<file path="src/rtl/pdio_pkg.sv">
package pdio_pkg;
  localparam int PORT_W     = 8;
  localparam int NUM_PORTS  = 6;
  localparam int EDGE_PORTS = 3;
  localparam int ADDR_W     = 4;
  localparam int CH_W       = PORT_W * NUM_PORTS;
  localparam int IDX_W      = $clog2(NUM_PORTS);
  localparam int PEND_OFF   = NUM_PORTS;
  localparam int CTRL_OFF   = NUM_PORTS + 1;
  localparam int PAGED_OFF  = 8;
  localparam int LOCK_W     = NUM_PORTS;

  typedef enum logic [1:0] {
    PG_NONE = 2'd0,
    PG_POL  = 2'd1,
    PG_EN   = 2'd2,
    PG_ID   = 2'd3
  } page_e;

  typedef enum logic [1:0] {
    RS_PORT,
    RS_PEND,
    RS_ID,
    RS_ZERO
  } rdsel_e;

  typedef struct packed {
    logic [NUM_PORTS-1:0]  portWr;
    logic [EDGE_PORTS-1:0] polWr;
    logic [EDGE_PORTS-1:0] enWr;
    logic [EDGE_PORTS-1:0] idWr;
    logic [PORT_W-1:0]     wrData;
    rdsel_e                rdSel;
    logic [IDX_W-1:0]      rdIdx;
  } strobe_t;
endpackage

</file>
<file path="src/rtl/pdio_ctrl.sv">
module pdio_ctrl
  import pdio_pkg::*;
(
  input  logic              clk,
  input  logic              rstN,
  input  logic [ADDR_W-1:0] busAddr,
  input  logic              busWe,
  input  logic [PORT_W-1:0] busWrData,
  output strobe_t           st
);
  page_e             pageR;
  logic [LOCK_W-1:0] lockR;
  logic              ctrlHit;

  assign ctrlHit = busWe && (busAddr == ADDR_W'(CTRL_OFF));

  always_ff @(posedge clk or negedge rstN) begin
    if (!rstN) begin
      pageR <= PG_NONE;
      lockR <= '0;
    end else if (ctrlHit) begin
      pageR <= page_e'(busWrData[PORT_W-1 -: 2]);
      lockR <= busWrData[LOCK_W-1:0];
    end
  end

  always_comb begin
    st        = '0;
    st.rdSel  = RS_ZERO;
    st.wrData = busWrData;
    for (int i = 0; i < NUM_PORTS; i++) begin
      if (busAddr == ADDR_W'(i)) begin
        st.rdSel     = RS_PORT;
        st.rdIdx     = IDX_W'(i);
        st.portWr[i] = busWe && !lockR[i];
      end
    end
    if (busAddr == ADDR_W'(PEND_OFF)) st.rdSel = RS_PEND;
    for (int k = 0; k < EDGE_PORTS; k++) begin
      if (busAddr == ADDR_W'(PAGED_OFF + k)) begin
        case (pageR)
          PG_POL: st.polWr[k] = busWe;
          PG_EN:  st.enWr[k]  = busWe;
          PG_ID: begin
            st.idWr[k] = busWe;
            st.rdSel   = RS_ID;
            st.rdIdx   = IDX_W'(k);
          end
          default: ;
        endcase
      end
    end
  end

  // at most one register strobe per bus cycle
  p_single_strobe_r4: assert property (@(posedge clk) disable iff (!rstN)
    $onehot0({st.portWr, st.polWr, st.enWr, st.idWr}));

  // control byte write loads the page field
  p_page_load_r4: assert property (@(posedge clk) disable iff (!rstN)
    ctrlHit |=> pageR == page_e'($past(busWrData[PORT_W-1 -: 2])));

  // a locked port never receives a write strobe
  p_lock_blocks_r3: assert property (@(posedge clk) disable iff (!rstN)
    (busWe && lockR[0] && busAddr == '0) |-> !st.portWr[0]);
endmodule

</file>
<file path="src/rtl/pdio_datapath.sv">
module pdio_datapath
  import pdio_pkg::*;
#(
  parameter int SYNC_STAGES = 2
) (
  input  logic              clk,
  input  logic              rstN,
  input  strobe_t           st,
  input  logic [CH_W-1:0]   pinIn,
  output logic [CH_W-1:0]   pinDriveLow,
  output logic [PORT_W-1:0] rdData,
  output logic              irq
);
  localparam int EDGE_CH = EDGE_PORTS * PORT_W;

  logic [PORT_W-1:0] portLat [NUM_PORTS];
  logic [CH_W-1:0]   syncR   [SYNC_STAGES];
  logic [CH_W-1:0]   pinNow;
  logic [EDGE_CH-1:0] prevR;
  logic [PORT_W-1:0] polR [EDGE_PORTS];
  logic [PORT_W-1:0] enR  [EDGE_PORTS];
  logic [PORT_W-1:0] idR  [EDGE_PORTS];
  logic [EDGE_PORTS-1:0] pendVec;
  logic [EDGE_CH-1:0] idFlat;

  // output latches, open-drain drive
  for (genvar p = 0; p < NUM_PORTS; p++) begin : g_port
    always_ff @(posedge clk or negedge rstN) begin
      if (!rstN)              portLat[p] <= '1;
      else if (st.portWr[p])  portLat[p] <= st.wrData;
    end
    assign pinDriveLow[p*PORT_W +: PORT_W] = ~portLat[p];

    // latch moves only on its own strobe
    p_latch_hold_r3: assert property (@(posedge clk) disable iff (!rstN)
      !st.portWr[p] |=> $stable(portLat[p]));
  end

  // input synchronizer chain
  for (genvar s = 0; s < SYNC_STAGES; s++) begin : g_sync
    always_ff @(posedge clk or negedge rstN) begin
      if (!rstN)      syncR[s] <= '0;
      else if (s == 0) syncR[s] <= pinIn;
      else            syncR[s] <= syncR[(s == 0) ? 0 : s-1];
    end
  end
  assign pinNow = syncR[SYNC_STAGES-1];

  always_ff @(posedge clk or negedge rstN) begin
    if (!rstN) prevR <= '0;
    else       prevR <= pinNow[EDGE_CH-1:0];
  end

  // edge banks
  for (genvar e = 0; e < EDGE_PORTS; e++) begin : g_edge
    logic [PORT_W-1:0] cur, old, rise, fall, hit, keep;
    assign cur  = pinNow[e*PORT_W +: PORT_W];
    assign old  = prevR[e*PORT_W +: PORT_W];
    assign rise = cur & ~old;
    assign fall = ~cur & old;
    assign hit  = enR[e] & ((polR[e] & fall) | (~polR[e] & rise));
    assign keep = st.idWr[e] ? st.wrData : '1;

    always_ff @(posedge clk or negedge rstN) begin
      if (!rstN) begin
        polR[e] <= '0;
        enR[e]  <= '0;
        idR[e]  <= '0;
      end else begin
        if (st.polWr[e]) polR[e] <= st.wrData;
        if (st.enWr[e])  enR[e]  <= st.wrData;
        idR[e] <= (idR[e] & keep) | hit;
      end
    end
    assign pendVec[e] = |idR[e];
    assign idFlat[e*PORT_W +: PORT_W] = idR[e];

    // a flag may only rise on an enabled channel
    p_flag_needs_enable_r7: assert property (@(posedge clk) disable iff (!rstN)
      ((idR[e] & ~$past(idR[e])) & ~$past(enR[e])) == '0);

    // a flag may only drop when a page-3 write held a 0 there
    p_clear_by_zero_r8: assert property (@(posedge clk) disable iff (!rstN)
      ((~idR[e] & $past(idR[e])) &
       ($past(st.idWr[e]) ? $past(st.wrData) : '1)) == '0);
  end

  assign irq = |idFlat;

  // interrupt line agrees with the pending summary
  p_irq_vs_pending_r10: assert property (@(posedge clk) disable iff (!rstN)
    irq == (pendVec != '0));

  always_comb begin
    rdData = '0;
    case (st.rdSel)
      RS_PORT: begin
        for (int i = 0; i < NUM_PORTS; i++)
          if (st.rdIdx == IDX_W'(i)) rdData = pinNow[i*PORT_W +: PORT_W];
      end
      RS_PEND: rdData = PORT_W'(pendVec);
      RS_ID: begin
        for (int i = 0; i < EDGE_PORTS; i++)
          if (st.rdIdx == IDX_W'(i)) rdData = idR[i];
      end
      default: rdData = '0;
    endcase
  end
endmodule

</file>
<file path="src/rtl/pdio_top.sv">
module pdio_top
  import pdio_pkg::*;
#(
  parameter int SYNC_STAGES = 2
) (
  input  logic              clk,
  input  logic              rstN,
  input  logic [ADDR_W-1:0] busAddr,
  input  logic              busWe,
  input  logic [PORT_W-1:0] busWrData,
  output logic [PORT_W-1:0] busRdData,
  input  logic [CH_W-1:0]   pinIn,
  output logic [CH_W-1:0]   pinDriveLow,
  output logic              irq
);
  strobe_t st;

  pdio_ctrl u_ctrl (
    .clk(clk), .rstN(rstN), .busAddr(busAddr), .busWe(busWe),
    .busWrData(busWrData), .st(st)
  );

  pdio_datapath #(.SYNC_STAGES(SYNC_STAGES)) u_dp (
    .clk(clk), .rstN(rstN), .st(st), .pinIn(pinIn),
    .pinDriveLow(pinDriveLow), .rdData(busRdData), .irq(irq)
  );

  // upper bits of the summary byte stay zero
  p_pending_upper_r9: assert property (@(posedge clk) disable iff (!rstN)
    (busAddr == ADDR_W'(PEND_OFF)) |-> busRdData[PORT_W-1:EDGE_PORTS] == '0);

  // offsets above the paged bank read as zero
  p_high_zero_r5: assert property (@(posedge clk) disable iff (!rstN)
    (busAddr >= ADDR_W'(PAGED_OFF + EDGE_PORTS)) |-> busRdData == '0);
endmodule

</file>
<file path="config.mk">
export PLATFORM = sky130hd
export DESIGN_NAME = pdio_top
export DESIGN_NICKNAME = d
export VERILOG_FILES = /design/src/rtl/pdio_pkg.sv /design/src/rtl/pdio_ctrl.sv /design/src/rtl/pdio_datapath.sv /design/src/rtl/pdio_top.sv
export SDC_FILE = /design/constraint.sdc
export NUM_CORES = 1
export LEC_CHECK = 0
export ABC_AREA = 1
export BUFFER_PORTS_ARGS = -buffer_cell sky130_fd_sc_hd__buf_4
export CAP_MARGIN = 10
export CORE_AREA = 2 2 148 150
export DETAILED_ROUTE_END_ITERATION = 8
export DIE_AREA = 0 0 150 152
export RECOVER_POWER = 50
export SLEW_MARGIN = 20
export SYNTH_ARGS = -nofsm -noshare
export SYNTH_HDL_FRONTEND = slang
export SYNTH_SLANG_ARGS = --single-unit
</file>
<file path="constraint.sdc">
create_clock -name clk -period 2.6 [get_ports clk]
set_input_delay 0 -clock clk [delete_from_list [all_inputs] [get_ports clk]]
set_output_delay 0 -clock clk [all_outputs]
set_load 0.005 [all_outputs]
</file>
* Word level (Yosys, flattened, before mapping) *
Cells that the tools add are included.

cells by class
  bitwise logic cells = 39
  reductions and logical operators = 20
  equality and inequality tests = 20
  muxes and demuxes = 44

operators with widths
  operator                                                         count
  8-bit AND                                                        18
  8-bit NOT                                                        15
  8-bit 2-to-1 mux                                                 12
  5-bit 2-to-1 mux                                                 12
  8-bit bitwise OR                                                 6
  8-bit case mux with 3 select lines                               1
  24-bit OR reduction                                              1
  8-bit OR reduction                                               3
  1-bit 2-to-1 mux                                                 18
  4-bit by 3-bit == test with 1-bit output, second input constant  4
  4-bit == test, second input constant                             3
  4-bit by 2-bit == test with 1-bit output, second input constant  2
  1-bit logical AND                                                7
  2-bit == test, second input constant                             3
  3-bit by 2-bit == test with 1-bit output, second input constant  2
  3-bit == test, second input constant                             2
  1-bit logical NOT                                                6
  2-bit by 1-bit == test with 1-bit output, second input constant  2
  4-bit by 1-bit == test with 1-bit output, second input constant  1
  4-bit logical NOT                                                1
  3-bit by 1-bit == test with 1-bit output, second input constant  1
  3-bit logical NOT                                                1
  2-bit logical NOT                                                1
  2-bit 2-to-1 mux                                                 1

storage, ports and cells
  output and inout port bits = 57
  register bits = 248
  word-level logic and storage cells = 143

* Depth between registers and ports, before layout *
  depth in word-level cells = 22
  mapped depth = 15

* Cells and area by module *
A second synthesis with hierarchy kept.

unflattened totals
  cell total of the unflattened synthesis = 976
  area, all modules = 9527.9 µm²

modules (own cells, without submodules)
  module         sequential area each (µm²)  area each (µm²)  cells an instance  times used
  pdio_datapath  6065.8                      8911.0           882                1
  pdio_ctrl      200.2                       616.8            94                 1

* Least setup slack after synthesis *
Ideal clock, no wire load.

  path kind = register -> output
  from = register u_ctrl.pageR[0]
  to = output busRdData[1]
  arrival time = 1.365 ns
  path slack = 1.235 ns
  cell stages (with the launch flop) = 13
  cells stage by stage = dfrtp_1 -> nand2_1 -> inv_1 -> nand3_2 -> nand2_4 -> nor3_4 -> buf_4 -> nand2_1 -> nand3_2 -> nand2_1 -> nand2_1 -> nand2_1 -> nand2_1

between the ends
  longest elaborated chain between the ends = 15

ends and longest elaborated chain
  what                                  RTL line                                   RTL
  from (decl)                           pdio_ctrl.sv:11                            page_e pageR;
  from (signal assigned)                pdio_ctrl.sv:22                            pageR <= page_e'(busWrData[PORT_W-1 -: 2]);
  2-bit == test *                       pdio_ctrl.sv:41                            case (pageR)
  5-bit 2-to-1 mux                      pdio_ctrl.sv:41
  5-bit 2-to-1 mux                      pdio_ctrl.sv:40                            if (busAddr == ADDR_W'(PAGED_OFF + k)) begin
  5-bit 2-to-1 mux                      pdio_ctrl.sv:41
  5-bit 2-to-1 mux                      pdio_ctrl.sv:40
  5-bit 2-to-1 mux                      pdio_ctrl.sv:41
  5-bit 2-to-1 mux *                    pdio_ctrl.sv:40
  3-bit logical NOT                     pdio_datapath.sv:99, pdio_datapath.sv:104
  8-bit 2-to-1 mux (6 in a row)         pdio_datapath.sv:99                        if (st.rdIdx == IDX_W'(i)) rdData = pinNow[i*PORT_W +: PORT_W];
  8-bit case mux with 3 select lines *  pdio_datapath.sv:96                        case (st.rdSel)
  to (decl)                             pdio_top.sv:11                             output logic [PORT_W-1:0] busRdData,

Every way passes the cells marked *; elsewhere a longest branch is shown, timed or not.

* Worst setup path after layout *
  from = register u_ctrl.pageR[1]
  to = output busRdData[3]

The elaborated chain is that of the path after synthesis.

==> qor.csv <==
stage;metric;value;unit
status;outcome;finished with violations;
status;failing checks;max-capacitance violations, max-slew violations;
cts;Num CTS Buffers;26;
worst_setup_path;CP Class;reg2out;
worst_hold_path;Hold Path Class;in2reg;
sta;Max Fclk;0.4353;GHz
global_routing;largest net degree at the start of global routing;89;
detailed_routing;DR DRC count;0;
detailed_routing;Detail Route Antenna Nets;0;
sta;Final period util;0.8835;
worst_setup_path;R2R Path Start;u_ctrl.pageR[1]$_DFFE_PN0P_;
cts;H-tree Lvls;1;
sta;clk_skew;9.482;ps
worst_setup_path;CP Capture Type;output pin;
die;Ports;120;
worst_setup_path;Max FO, Critical Path;12;
cells_and_area;layout cell share with drive strength beyond 1;0.2259;
detailed_routing;drt pass-1 iters;5;
sta;Worst Tran Pin Value;2246;ps
logic_synthesis;synth unique cells;31;
worst_hold_path;worst hold path endpoint;u_ctrl.lockR[3]$_DFFE_PN0P_;
placement;DP Wirelength;15740;um
detailed_routing;Routed WL;23170;um
global_routing;number of global-route vias before repair;6589;
cells_and_area;synth-to-layout area growth;28.67;%
power_and_ir_drop;VDD IR max;0.4572;mV
cts;Post-CTS Resized;0;
global_routing;total gr overflow;0;
worst_setup_path;Crit path arrival time;2300;ps
worst_setup_path;required time of the critical path;2600;ps
cts;clock buffer depth;3;
worst_hold_path;hold wc startpoint;busAddr[0];
worst_setup_path;Reg2Reg Setup Slack;950;ps
placement;GPL Wtd Cong;0.8777;
logic_synthesis;Mapped Nets;975;
placement;pre-CTS setup slack;781.5;ps
flow_run;Max Cap Violations;1;
sta;Slew HR;-0.4975;
die;row cnt;54;
sta;setup slack after layout;302.8;ps
die;CORE AREA;21350;sq um
sta;Slew Viols, Final;86;
detailed_routing;DRT iter0 DRCs;378;
worst_setup_path;Startpoint Class;register;
cts;clk sink count;248;
die;Die Span Y;152;um
cts;clock latency on the worst-skew pair;520;ps
power_and_ir_drop;LEAKAGE;5.561;nW
cts;CTS tree;built;
worst_setup_path;FF-to-FF End;u_dp.enR[19]$_DFFE_PN0P_;
cells_and_area;Diodes inserted;0;
worst_setup_path;Reg2Reg Depth;5;
sta;RSZ-0062 raised after global routing;false;
die;DIE AREA;22800;sq um
detailed_routing;WL per Instance;16.55;um
cts;Worst-path clk slew;60;ps
global_routing;first-pass GRT wire length;36490;um
worst_hold_path;worst hold stages;5;
placement;PortBufs;119;
sta;fin crit period;2297;ps
die;Initial Utilization;0.4372;
sta;setup violators final;0;
cells_and_area;final net count;1163;
die;die width;150;um
power_and_ir_drop;pwr dens;838.7;nW/um^2
logic_synthesis;Yosys reg bits;248;
logic_synthesis;Post-Syn Area;9335;sq um
cts;Root Driver;clkbuf_16;
sta;Hold Fails Final Rpt;0;
global_routing;GRT Total Usage;0.2078;
detailed_routing;Vias/cell;4.853;
cells_and_area;Fill cells;1922;
logic_synthesis;syn avg cell area;10.24;sq um
logic_synthesis;yosys warns;0;
detailed_routing;DR vias;6794;
logic_synthesis;Seq/Total Area, Yosys;0.6712;
global_routing;initial antenna violation count;0;
sta;setup total negative slack;0;ps
logic_synthesis;Mapped Cells;912;
-- cell usage after synthesis (all sizes together) --
| master | count | area (sq um) |
|---|---|---|
| nand3b | 23 | 172.7 |
| nand2 | 216 | 840.8 |
| nor2 | 33 | 148.9 |
| nand4 | 7 | 43.79 |
| dfstp | 48 | 1261 |
| nor3 | 7 | 61.31 |
| o21ai | 166 | 830.8 |
| inv | 118 | 450.4 |
| dfrtp | 200 | 5005 |
| a21oi | 35 | 175.2 |
| buf | 8 | 61.31 |
| o211ai | 2 | 15.01 |
| or4 | 1 | 7.510 |
| nand3 | 21 | 135.1 |
| clkbuf | 17 | 63.81 |
| nor4 | 3 | 18.77 |
| or2 | 6 | 37.54 |
| and2 | 1 | 6.260 |
-- power by group --
| part | switching (mW) | internal [mW] |
|---|---|---|
| registers | 0.370 | 4.56 |
| clock network | 1.46 | 2.25 |
| logic | 0.737 | 0.698 |
-- registers in the layout, indices dropped and copies added, names as in the netlist --
name          flops
u_dp.enR         24
u_ctrl.lockR      6
u_dp.prevR       24
u_dp.portLat     48
u_dp.polR        24
u_ctrl.pageR      2
u_dp.pinNow      48
u_dp.idFlat      24
u_dp.syncR       48
-- timing repair --
item,4_1_cts,5_1_grt
setup endpoints to repair,0,2
endpoints found under the hold margin,294,0
hold buffers,58,0
setup buffers,0,1
-- worst max path at each step --
stage	startpoint	endpoint	slack, ps	cells past startpoint
6_report	u_ctrl.pageR[1]$_DFFE_PN0P_	busRdData[3]	300	11
5_1_grt	u_ctrl.pageR[1]$_DFFE_PN0P_	busRdData[7]	30	13
4_1_cts	u_ctrl.pageR[1]$_DFFE_PN0P_	busRdData[1]	220	12
3_5_place_dp	u_ctrl.pageR[1]$_DFFE_PN0P_	busRdData[1]	780	12
3_3_place_gp	u_ctrl.pageR[0]$_DFFE_PN0P_	busRdData[1]	840	12
2_1_floorplan	u_ctrl.pageR[0]$_DFFE_PN0P_	busRdData[1]	1240	12
-- kinds of logic (layout without fill, tap and decap cells) --
| family | count (synthesis) | in the layout | share of synthesized area |
|---|---|---|---|
| flip-flops | 248 | 248 | 0.6712 |
| buffers and inverters | 143 | 351 | 0.06165 |
| AO/OA/AOI/OAI | 203 | 203 | 0.1094 |
| AND/OR/NAND/NOR | 318 | 318 | 0.1578 |
-- worst max-delay path, cell delays in order (launching register included) --
cell and delay (ps):
dfrtp_1 380, nand2_1 100, inv_1 100, nand3_1 110, nand2_2 240, nand3_2 120
inv_2 230, nand2_2 80, nand3_1 110, o211ai_1 100, nand2_1 100, buf_4 110
-- layout make-up --
| cell class | count | area, sq um | share of cell area |
|---|---|---|---|
| sequential | 248 | 6266 | 0.5217 |
| multi-input combinational | 521 | 2494 | 0.2076 |
| timing repair buffer | 185 | 1582 | 0.1317 |
| clock buffer | 41 | 778.2 | 0.06479 |
| inverter | 118 | 450.4 | 0.03750 |
| tap | 280 | 350.3 | 0.02917 |
| clock inverter | 7 | 91.34 | 0.007604 |
-- through the flow --
stage / std cells / utilization / instance area [sq um] / hold slack [ps] / power, mW
after floorplan: 912 / - / 9335 / -295.6 / 5.590
after global placement: 1293 / 0.4942 / 10550 / 67.16 / 6.323
after detailed placement: 1293 / 0.4942 / 10550 / 55.04 / 6.357
after CTS: 1399 / 0.5621 / 12000 / 28.47 / 10.17
after global routing: 1400 / 0.5626 / 12010 / 88.69 / 10.60
final: 1400 / 0.5626 / 12010 / 41.17 / 10.07
-- cells in the final DEF, fill, tap and decap left out, drive strengths merged --
master	count
nand2	216
nor4	3
nand4	7
inv	118
dlygate4sd3	58
o211ai	2
nand3b	23
and2	1
bufinv	2
o21ai	166
clkinv	4
or4	1
or2	6
dfstp	48
dfrtp	200
nor2	33
clkinvlp	1
nand3	21
nor3	7
buf	78
clkbuf	90
a21oi	35
-- per-layer routing --
layer  part of all wire  vias to the layer above  routed length, um  GRT usage
li1                   -                     3295                  -          -
met1               0.44                     3280              10240     0.2960
met2               0.47                      175              11000     0.3275
met3              0.049                       44               1137    0.03093
met4              0.034                        0                795    0.07143
met5                  0                        -                  0          0
(Power assumes the default switching activity.)
